**src/rtl/scan_seq_pkg.sv**
```systemverilog
package scan_seq_pkg;

    typedef enum logic [2:0] {
        MODE_RST  = 3'd0,
        MODE_STBY = 3'd1,
        MODE_PWDN = 3'd2,
        MODE_AUTO = 3'd3,
        MODE_MAN  = 3'd4
    } scan_mode_e;

    typedef enum logic [2:0] {
        OP_NOP,
        OP_STBY,
        OP_PWDN,
        OP_RST,
        OP_AUTO,
        OP_MAN,
        OP_AUX
    } scan_op_e;

    localparam logic [15:0] CW_STBY = 16'h8200;
    localparam logic [15:0] CW_PWDN = 16'h8300;
    localparam logic [15:0] CW_RST  = 16'h8500;
    localparam logic [15:0] CW_AUTO = 16'hA000;
    localparam logic [15:0] CW_AUX  = 16'hE000;
    localparam logic [2:0]  CW_MAN_TAG = 3'b110;

endpackage

```
**src/rtl/scan_cmd_decode.sv**
```systemverilog
module scan_cmd_decode
    import scan_seq_pkg::*;
#(
    parameter int NUM_CH = 8,
    localparam int CH_W = $clog2(NUM_CH + 1)
) (
    input  logic [15:0]     cmd,
    output scan_op_e        op,
    output logic [CH_W-1:0] man_ch
);

    logic man_hit;

    // Manual words: tag in the top three bits, channel in bits 12:10, rest zero
    assign man_hit = (cmd[15:13] == CW_MAN_TAG) && (cmd[9:0] == 10'd0)
                   && (int'(cmd[12:10]) < NUM_CH);
    assign man_ch  = CH_W'(cmd[12:10]);

    always_comb begin
        if (cmd == CW_STBY)      op = OP_STBY;
        else if (cmd == CW_PWDN) op = OP_PWDN;
        else if (cmd == CW_RST)  op = OP_RST;
        else if (cmd == CW_AUTO) op = OP_AUTO;
        else if (cmd == CW_AUX)  op = OP_AUX;
        else if (man_hit)        op = OP_MAN;
        else                     op = OP_NOP;
    end

endmodule

```
**src/rtl/scan_ch_pick.sv**
```systemverilog
module scan_ch_pick #(
    parameter int NUM_CH = 8,
    localparam int CH_W = $clog2(NUM_CH + 1)
) (
    input  logic [NUM_CH-1:0] elig,
    input  logic [CH_W-1:0]   cur,
    output logic              any,
    output logic [CH_W-1:0]   lowest,
    output logic [CH_W-1:0]   after
);

    logic            above_hit;
    logic [CH_W-1:0] above_idx;

    assign any = |elig;

    // Downward loops leave the smallest matching index as the final winner
    always_comb begin
        lowest = '0;
        for (int i = NUM_CH - 1; i >= 0; i--) begin
            if (elig[i]) lowest = CH_W'(i);
        end
    end

    always_comb begin
        above_hit = 1'b0;
        above_idx = '0;
        for (int i = NUM_CH - 1; i >= 0; i--) begin
            if (elig[i] && (CH_W'(i) > cur)) begin
                above_hit = 1'b1;
                above_idx = CH_W'(i);
            end
        end
    end

    assign after = above_hit ? above_idx : lowest;

endmodule

```
**src/rtl/scan_cmd_seq.sv**
```systemverilog
module scan_cmd_seq
    import scan_seq_pkg::*;
#(
    parameter int NUM_CH = 8,
    localparam int CH_W = $clog2(NUM_CH + 1)
) (
    input  logic              clk,
    input  logic              rst_n,
    input  logic              frame_end,
    input  logic [15:0]       cmd_word,
    input  logic [NUM_CH-1:0] seq_en,
    input  logic [NUM_CH-1:0] ch_pd,
    output logic [2:0]        mode,
    output logic [CH_W-1:0]   next_ch,
    output logic              no_chan,
    output logic [15:0]       cmd_rb
);

    localparam logic [CH_W-1:0] AUX_IDX = CH_W'(NUM_CH);

    scan_mode_e      state_q, state_d;
    scan_op_e        op;
    logic [CH_W-1:0] man_ch;
    logic [NUM_CH-1:0] elig;
    logic            any_elig;
    logic [CH_W-1:0] low_ch, step_ch;
    logic [CH_W-1:0] ch_d;
    logic            nc_d;
    logic [15:0]     rb_d;

    assign elig = seq_en & ~ch_pd;

    scan_cmd_decode #(.NUM_CH(NUM_CH)) u_dec (
        .cmd    (cmd_word),
        .op     (op),
        .man_ch (man_ch)
    );

    scan_ch_pick #(.NUM_CH(NUM_CH)) u_pick (
        .elig   (elig),
        .cur    (next_ch),
        .any    (any_elig),
        .lowest (low_ch),
        .after  (step_ch)
    );

    // Next-state selection
    always_comb begin
        state_d = state_q;
        unique case (op)
            OP_NOP:  state_d = state_q;
            OP_STBY: state_d = MODE_STBY;
            OP_PWDN: state_d = MODE_PWDN;
            OP_RST:  state_d = MODE_RST;
            OP_AUTO: state_d = MODE_AUTO;
            OP_MAN,
            OP_AUX:  state_d = MODE_MAN;
            default: state_d = state_q;
        endcase
    end

    // State register
    always_ff @(posedge clk or negedge rst_n) begin
        if (!rst_n)         state_q <= MODE_RST;
        else if (frame_end) state_q <= state_d;
    end

    // Output selection
    always_comb begin
        ch_d = next_ch;
        nc_d = 1'b0;
        rb_d = (op == OP_NOP) ? 16'h0000 : cmd_word;
        unique case (op)
            OP_NOP: begin
                if (state_q == MODE_AUTO) begin
                    if (any_elig) ch_d = step_ch;
                    else          nc_d = 1'b1;
                end
            end
            OP_AUTO: begin
                if (any_elig) ch_d = low_ch;
                else          nc_d = 1'b1;
            end
            OP_MAN:  ch_d = man_ch;
            OP_AUX:  ch_d = AUX_IDX;
            default: ch_d = next_ch;
        endcase
    end

    // Output registers
    always_ff @(posedge clk or negedge rst_n) begin
        if (!rst_n) begin
            next_ch <= '0;
            no_chan <= 1'b0;
            cmd_rb  <= 16'h0000;
        end else if (frame_end) begin
            next_ch <= ch_d;
            no_chan <= nc_d;
            cmd_rb  <= rb_d;
        end
    end

    assign mode = state_q;

endmodule

```
**config.mk**
```make
export PLATFORM = sky130hd
export DESIGN_NAME = scan_cmd_seq
export DESIGN_NICKNAME = d
export VERILOG_FILES = /design/src/rtl/scan_seq_pkg.sv /design/src/rtl/scan_cmd_decode.sv /design/src/rtl/scan_ch_pick.sv /design/src/rtl/scan_cmd_seq.sv
export SDC_FILE = /design/constraint.sdc
export NUM_CORES = 1
export LEC_CHECK = 0
export CORE_MARGIN = 2
export CORE_UTILIZATION = 57
export CTS_BUF_LIST = sky130_fd_sc_hd__clkbuf_4 sky130_fd_sc_hd__clkbuf_8
export DETAILED_ROUTE_END_ITERATION = 6
export DONT_BUFFER_PORTS = 1
export MAX_ROUTING_LAYER = met4
export PLACE_DENSITY = 0.79
export SLEW_MARGIN = 25
export SYNTH_ARGS = -nofsm -noshare
export SYNTH_HDL_FRONTEND = slang
export SYNTH_SLANG_ARGS = --single-unit
```
**constraint.sdc**
```tcl
create_clock -name clk -period 2.6 [get_ports clk]
set_input_delay 0.78 -clock clk [delete_from_list [all_inputs] [get_ports clk]]
set_output_delay 0.78 -clock clk [all_outputs]
set_load 0.01 [all_outputs]
```
Yosys cells after proc, flatten, opt, wreduce, memory -nomap -nowiden
Cells that the tools add are included.

word-level totals
  input bits = 35
  logic and storage cells = 87
  register bits after elaboration = 24
  output and inout bits = 24

cells by class
  multiplexer cells = 40
  $lt $le $gt $ge = 8
  bitwise logic cells = 2
  reductions and logical operators = 17
  eq/ne operators = 16

operator list
  cell                                                                      count
  16-bit == test (second input constant)                                    5
  3-bit two-way mux                                                         23
  3-bit by 4-bit > comparator with 1-bit output (first input constant)      4
  16-bit two-way mux                                                        1
  4-bit one-hot mux with 4 select lines                                     1
  3-bit one-hot mux with 5 select lines                                     1
  3-bit == test (second input constant)                                     4
  4-bit two-way mux                                                         3
  10-bit logical NOT                                                        1
  1-bit two-way mux                                                         10
  3-bit by 2-bit == test with 1-bit output (second input constant)          3
  1-bit logical AND                                                         9
  8-bit AND                                                                 1
  1-bit by 4-bit > comparator with 1-bit output (first input constant)      2
  2-bit by 4-bit > comparator with 1-bit output (first input constant)      2
  8-bit NOT                                                                 1
  8-bit OR reduction                                                        1
  5-bit AND reduction                                                       1
  5-bit nonzero test                                                        1
  2-bit inequality test (second input constant)                             2
  4-bit nonzero test                                                        1
  3-bit by 1-bit == test with 1-bit output (second input constant)          1
  3-bit logical NOT                                                         1
  2-bit by 1-bit inequality test with 1-bit output (second input constant)  1
  3 further kinds                                                           3

Logic depth before layout (Yosys ltp)
Gate-level depths: netlist (run 1).

  depth in word-level cells = 15
  gate-level depth with buffers = 8
  mapped depth without buffers = 6

Hierarchy
From an unflattened synthesis (run 1), not the netlist that was laid out.

unflattened totals
  cells, all modules = 168
  area total of the unflattened synthesis = 1,650.3 um2

by module, submodules not included
  module           seq. area each (um2)  area an instance (um2)  times used  cells an instance
  scan_cmd_seq     600.6                 1,199.9                 1           100
  scan_ch_pick     0.0                   282.8                   1           45
  scan_cmd_decode  0.0                   167.7                   1           23

Worst setup path after synthesis (run 1)
No wires, ideal clock.

  kind = input to register
  start point = input cmd_word[10]
  end point = register next_ch[1]
  required time = 2,475 ps
  stages on the path = 7
  buffers on the path = 1
  setup time = 125 ps
  arrival = 2,227 ps
  setup slack = 248 ps
  path through = buf_6 -> nor4b_4 -> o2111ai_2 -> o21a_2 -> o32ai_4 -> nand2_4 -> mux2_4

on the way
  word-level cells in the longest chain between the ends = 9
  elaborated cells on any way between the ends = 20
  those cells by class = eq/ne (11); mux (6); reduce/logical (3)

ends and longest elaborated chain
  item                                                  RTL line               source
  from (decl)                                           scan_cmd_seq.sv:10     input logic [15:0] cmd_word,
  16-bit == test                                        scan_cmd_decode.sv:24  else if (cmd == CW_AUX) op = OP_AUX;
  3-bit two-way mux                                     scan_cmd_decode.sv:24
  3-bit two-way mux                                     scan_cmd_decode.sv:23  else if (cmd == CW_AUTO) op = OP_AUTO;
  3-bit two-way mux                                     scan_cmd_decode.sv:22  else if (cmd == CW_RST) op = OP_RST;
  3-bit two-way mux                                     scan_cmd_decode.sv:21  else if (cmd == CW_PWDN) op = OP_PWDN;
  3-bit two-way mux (*)                                 scan_cmd_decode.sv:20  if (cmd == CW_STBY) op = OP_STBY;
  3-bit == test or 3-bit logical NOT (tied branches)    scan_cmd_seq.sv:73     unique case (op)
  4-bit nonzero test (no line) (tied with other cells)  -
  5-bit AND reduction (no line)                         -
  to (signal assigned)                                  scan_cmd_seq.sv:97     next_ch <= ch_d;
  to (decl)                                             scan_cmd_seq.sv:14     output logic [CH_W-1:0] next_ch,

Mark *: on every way between the ends. The rest lies on a longest branch, timed or not.
A chain may end at the register's enable or synchronous reset.

Worst setup path in the final report (run 1)
  start point = input cmd_word[12]
  end point = register next_ch[2]

on the way
  word-level cells in the longest chain between the ends = 9
  elaborated cells on any way between the ends = 20
  those cells by class = eq/ne (11); mux (6); reduce/logical (3)

ends and longest elaborated chain
  item                                                  RTL line
  16-bit == test                                        scan_cmd_decode.sv:24
  3-bit two-way mux                                     scan_cmd_decode.sv:24
  3-bit two-way mux                                     scan_cmd_decode.sv:23
  3-bit two-way mux                                     scan_cmd_decode.sv:22
  3-bit two-way mux                                     scan_cmd_decode.sv:21
  3-bit two-way mux                                     scan_cmd_decode.sv:20
  3-bit == test or 3-bit logical NOT (tied branches)    scan_cmd_seq.sv:73
  4-bit nonzero test (no line) (tied with other cells)  -
  5-bit AND reduction (no line)                         -

Several ways; a longest one is shown, not always the timed one.

==> results of run 1 <==
-- state kept, by name, indices dropped and copies added, names as in the netlist --
name and cells:
cmd_rb 16, mode 3, next_ch 4, no_chan 1
-- power breakdown --
| part | total (mW) | internal, mW | leakage (nW) | switching [mW] |
|---|---|---|---|---|
| clock network | 0.186 | 0.0854 | 0.0210 | 0.100 |
| logic | 0.0836 | 0.0401 | 0.323 | 0.0435 |
| registers | 0.392 | 0.378 | 0.325 | 0.0144 |
| total | 0.662 | 0.504 | 0.669 | 0.158 |
-- cells by family (layout without fill, tap and decap cells) --
kind of cell	count (synthesis)	in the layout	share of synthesized area
compound gates	48	48	0.248
simple gates	66	66	0.284
buf+inv	13	14	0.0375
mux	4	4	0.0334
xor+xnor	1	1	0.00571
flops	24	24	0.391
-- critical path: cells and delay by family --
kind	cells	cell delay, ns
AOI/OAI and AO/OA	3	0.71
muxes	1	0.30
and+or+nand+nor	2	0.47
-- layout by cell type (no fill, tap or decap), types with 2 or more instances in the layout --
| master | synthesis | routed |
|---|---|---|
| a211oi_1 | 3 | 3 |
| nor4_4 | 2 | 2 |
| inv_1 | 6 | 6 |
| buf_4 | 0 | 3 |
| o31ai_1 | 2 | 2 |
| dfrtp_1 | 24 | 24 |
| a21oi_1 | 6 | 6 |
| nor2b_1 | 18 | 18 |
| a22o_1 | 7 | 7 |
| nor2_1 | 7 | 7 |
| mux2_4 | 2 | 2 |
| nand2_1 | 8 | 8 |
| nor4_1 | 2 | 2 |
| o21a_1 | 3 | 3 |
| o2111ai_1 | 2 | 2 |
| o21ai_0 | 5 | 5 |
| a31oi_1 | 2 | 2 |
| nand3_1 | 5 | 5 |
| nor3_1 | 2 | 2 |
| nand2b_1 | 8 | 8 |
| and3_1 | 3 | 3 |
| o211ai_1 | 2 | 2 |
| clkbuf_4 | 0 | 3 |
-- metrics by stage --
stage,cells,instance area (um^2),utilization,setup slack [ns]
after detailed placement,183,1560,0.620,0.202
final,187,1600,0.634,0.519
after floorplan,156,1540,-,0.248
after global placement,183,1560,0.620,0.277
after global routing,187,1600,0.634,0.418
after CTS,187,1600,0.634,0.532
-- layout make-up --
cell class | instances | area, um^2 | share of cell area
Clock buffer | 4 | 36.3 | 0.0227
Inverter | 7 | 26.3 | 0.0164
Multi-Input combinational cell | 119 | 877 | 0.548
Sequential cell | 24 | 601 | 0.375
Tap cell | 30 | 37.5 | 0.0235
Timing Repair Buffer | 3 | 22.5 | 0.0141
-- path summary, 6_finish.rpt --
path / from / slack [ns] / endpoint
max in group asynchronous: rst_n / 2.37 / cmd_rb[6]
worst max-delay path: cmd_word[12] / 0.52 / next_ch[2]
min in group clk: frame_end / 0.52 / cmd_rb[0]
worst min-delay path: rst_n / 0.15 / cmd_rb[13]
worst max register to register: next_ch[1] / 0.66 / next_ch[0]
worst min register to register: cmd_rb[15] / 0.57 / cmd_rb[15]
-- per-layer routing --
metal | up-vias | share of wire | GRT usage
met4 | 0 | 0.0065 | 0.0306
met1 | 615 | 0.41 | 0.304
met2 | 58 | 0.52 | 0.376
met5 | - | 0 | -
li1 | 585 | - | -
met3 | 2 | 0.069 | 0.0674
==> results.toml, run 1 <==
[die]
core_area_um2 = 2520
start_util = 0.609
fp.dieW_um = 55.9
pin_count = 59
die_area_um2 = 3120
num_rows = 18
fp.dieH_um = 55.9

[worst_setup_path]
end_kind = "register"
cp_max_fo = 5
crit_arrival_ns = 2.27
crit_chain = "nor4b_4, o2111ai_2, o21a_2, o32ai_4, nand2_4, mux2_4"
r2r_cells = 6
slowest_stage = "nor4b_4"
startpoint_type = "input pin"
max_stage_delay_ns = 0.36
setup.worst_path.class = "input pin to register"
cp.required_ns = 2.79

[grt]
grtUsageTotal = 0.234
grt_max_degree = 25
grt_first_pass_wirelength_mm = 5.77
grt_overflow = 0
antenna_found_initial = 0
grt_pass1_vias = 1194

[route]
num_vias = 1260
wl_per_cell_um = 18.2
drt_wl_total_mm = 3.40
drcViolationCount = 0
ant_nets = 0
avgViaCountPerCell = 6.74
drtIter0Drc = 50
first_pass_iters = 4

[sta]
clock-skew-final_ns = 0.0116
setup_viol = 0
worst_slew_pin_slew_ns = 0.425
period_share = 0.801
fin_crit_ns = 2.08
max_freq_ghz = 0.480
fin_setup_tns_ns = 0
rsz0062_at_grt = "no"
slew_headroom = 0.716
final_max_slew_viol_count = 0
hold_viol = 0
whs_ns = 0.146

[layout]
areaGrowthSynthToFinish_pct = 4.24
final_nets = 193
nFillCells = 209
drive_gt1_frac = 0.127
diodes = 0

[job]
maxCapViolations = 0

[clocking]
clockRootBuffer = "clkbuf_4"
post_cts_resized = 0
postCtsSetupRepairBufs = 0
clkLatencyLatePin_ns = 0.31
numCtsBuffers = 3
cts_buffer_depth = 2
clock-sinks = 24
cts.htree.levels = 1
holdBufCountCts = 0
cts_tree = "yes"
clk_pin_slew_ns = 0.12

[pwr]
peakVddDrop_mv = 0.420
p_total_uw = 662
leakage_nw = 0.669
power-per-cell-area_nw_per_um2 = 413

[yosys]
synth_area_um2 = 1540
synth_cells = 156
ys_seq_elements = 24
syn-num-nets = 191
synth_top_area_frac = 0.391
synth_cell_types = 55
synth_common_cells = "dfrtp_1 (24), nor2b_1 (18), nand2_1 (8), nand2b_1 (8)"
synthTopCellsByArea = "dfrtp_1 (39%), nor2b_1 (7.3%), a22o_1 (4.0%)"
yosysWarnings = 0
yosysTopAreaCell = "dfrtp_1"
synth-edff-count = 0
synthFlopType = "dfrtp_1"
synth.avg_cell_area_um2 = 9.84
synth_most_common_cell = "dfrtp_1"
ys_seq_area_frac = 0.391
synthArstFlopShare = 1.00

[placement]
dpl.hpwl_mm = 2.70
gp_congestion = 0.949
port_buffers = 0

[worst_hold_path]
hp-class = "input pin to async pin"

[run_status]
status = "completed"
Power figures use the tool's default switching activity.
==> run 2: changes to the inputs <==
==> constraint.sdc (replaced) <==
create_clock -name clk -period 2.1 [get_ports clk]
set_input_delay 0.63 -clock clk [delete_from_list [all_inputs] [get_ports clk]]
set_output_delay 0.63 -clock clk [all_outputs]
set_load 0.01 [all_outputs]
==> results.toml, run 2 (same netlist as run 1, synthesis figures left out) <==
[clocking]
numCtsBuffers = 3
clk_pin_slew_ns = 0.12
postCtsSetupRepairBufs = 0
clkLatencyLatePin_ns = 0.31
cts.htree.levels = 1
clockRootBuffer = "clkbuf_4"
cts_tree = "yes"
cts_buffer_depth = 2
clock-sinks = 24

[pwr]
leakage_nw = 0.724
power-per-cell-area_nw_per_um2 = 545
peakVddDrop_mv = 0.677
p_total_uw = 922

[layout]
regMostFlops = "cmd_rb"
layout_commonest_cell = "dfrtp_1"
diodes = 0
drive_gt1_frac = 0.186
fin_util = 0.671
postLayoutCellArea_um2 = 1690
final_nets = 203
largest_register_ffs = 16
areaGrowthSynthToFinish_pct = 10.3
most-common-layout-cells = "dfrtp_1 (24), nor2b_1 (18), buf_4 (12), nand2_1 (8), nand2b_1 (8)"

[worst_setup_path]
cpLargestDelayFamily = "compound AO/OA/AOI/OAI gates"
r2r_setup_slack_ns = 0.22
cp.required_ns = 2.33
crit_arrival_ns = 2.11
startpoint = "next_ch[1]"
worst-path-stages = 6
startpoint_type = "register"
max_stage_delay_ns = 0.53
crit_chain = "and3_1, a2111oi_0, o21ai_0, a22oi_1, o31ai_1, a41oi_1"
reg2reg_from = "next_ch[1]"
r2r_cells = 6
end_kind = "register"
timing.rr.end = "next_ch[0]"
crit_end = "next_ch[0]"
cp_max_fo = 10
path_buf_inv = 0
slowest_stage = "dfrtp_1"
setup.worst_path.class = "register to register"

[route]
num_vias = 1240
drtIter0Drc = 41
ant_nets = 0
avgViaCountPerCell = 6.29
drt_wl_total_mm = 3.42
drcViolationCount = 0
wl_per_cell_um = 17.4
first_pass_iters = 4

[die]
fp.dieH_um = 55.9
die_area_um2 = 3120
start_util = 0.609
fp.dieW_um = 55.9
core_area_um2 = 2520
pin_count = 59
num_rows = 18

[sta]
whs_ns = 0.265
rsz0062_at_grt = "no"
final_max_slew_viol_count = 0
slew_headroom = 0.668
max_freq_ghz = 0.531
worst_slew_pin_slew_ns = 0.498
hold_viol = 0
fin_ws_ns = 0.218
setup_viol = 0
fin_crit_ns = 1.88
clock-skew-final_ns = 0.00496
period_share = 0.896

[placement]
dpl.hpwl_mm = 2.81
port_buffers = 0
place_area_um2 = 1640
pre_cts_slack_ns = -0.0464
gp_congestion = 0.901

[grt]
grtUsageTotal = 0.241
grt_max_degree = 25
grt_pass1_vias = 1315
grt_first_pass_wirelength_mm = 5.97
antenna_found_initial = 0
grt_overflow = 0

[run_status]
status = "completed"

[job]
maxCapViolations = 0

[worst_hold_path]
hp-class = "input pin to async pin"
run 2: cell count changes in the layout (fill, tap and decap cells not counted):
cell | before | now
clkbuf_8 | 1 | 0
mux2_1 | 1 | 0
buf_4 | 3 | 12
buf_2 | 0 | 1
bufinv_16 | 0 | 1
mux2_4 | 2 | 3
run 2: area by class of cell:
cell class,instances,area (um^2)
Sequential cell,24,601
Timing Repair Buffer,13,95.1
Inverter,7,26.3
Clock inverter,1,30.0
Multi-Input combinational cell,119,881
Fill cell,216,830
Clock buffer,3,22.5
Tap cell,30,37.5
run 2: power by group:
part           switching (mW)  leakage (nW)  internal, mW
Clock                   0.128        0.0279         0.193
Combinational          0.0593         0.371        0.0568
Sequential             0.0179         0.325         0.468
run 2: how the worst min path moves through the flow:
stage | end | cells past startpoint
final | cmd_rb[6] | 1
after global routing | cmd_rb[6] | 1
after CTS | cmd_rb[0] | 1
after global placement | cmd_rb[6] | 0
after detailed placement | cmd_rb[6] | 0
after floorplan | cmd_rb[0] | 0
run 2: metrics by stage:
step,setup TNS [ns],std cells
3_3_place_gp,0,192
2_1_floorplan,-0.146,156
4_1_cts,0,197
6_report,0,197
3_5_place_dp,-0.0880,192
5_1_grt,0,197
run 2: worst reg2reg max path, stage by stage, from the launching register on:
cell,delay (ns)
dfrtp_1,0.53
and3_1,0.23
a2111oi_0,0.38
o21ai_0,0.15
a22oi_1,0.22
o31ai_1,0.10
a41oi_1,0.20
run 2: per-layer routing:
layer	global-route usage	part of all wire	vias to the layer above
met5	-	0	-
met4	0.0204	0.0026	0
met3	0.0628	0.052	2
met2	0.422	0.52	44
met1	0.293	0.42	584
li1	-	-	610
run 2: what timing repair did:
action / 4_1_cts / 5_1_grt
resized for setup: 0 / 0
hold endpoints to repair: 24 / 0
hold buffers: 1 / 0
setup endpoints to repair: 0 / 0
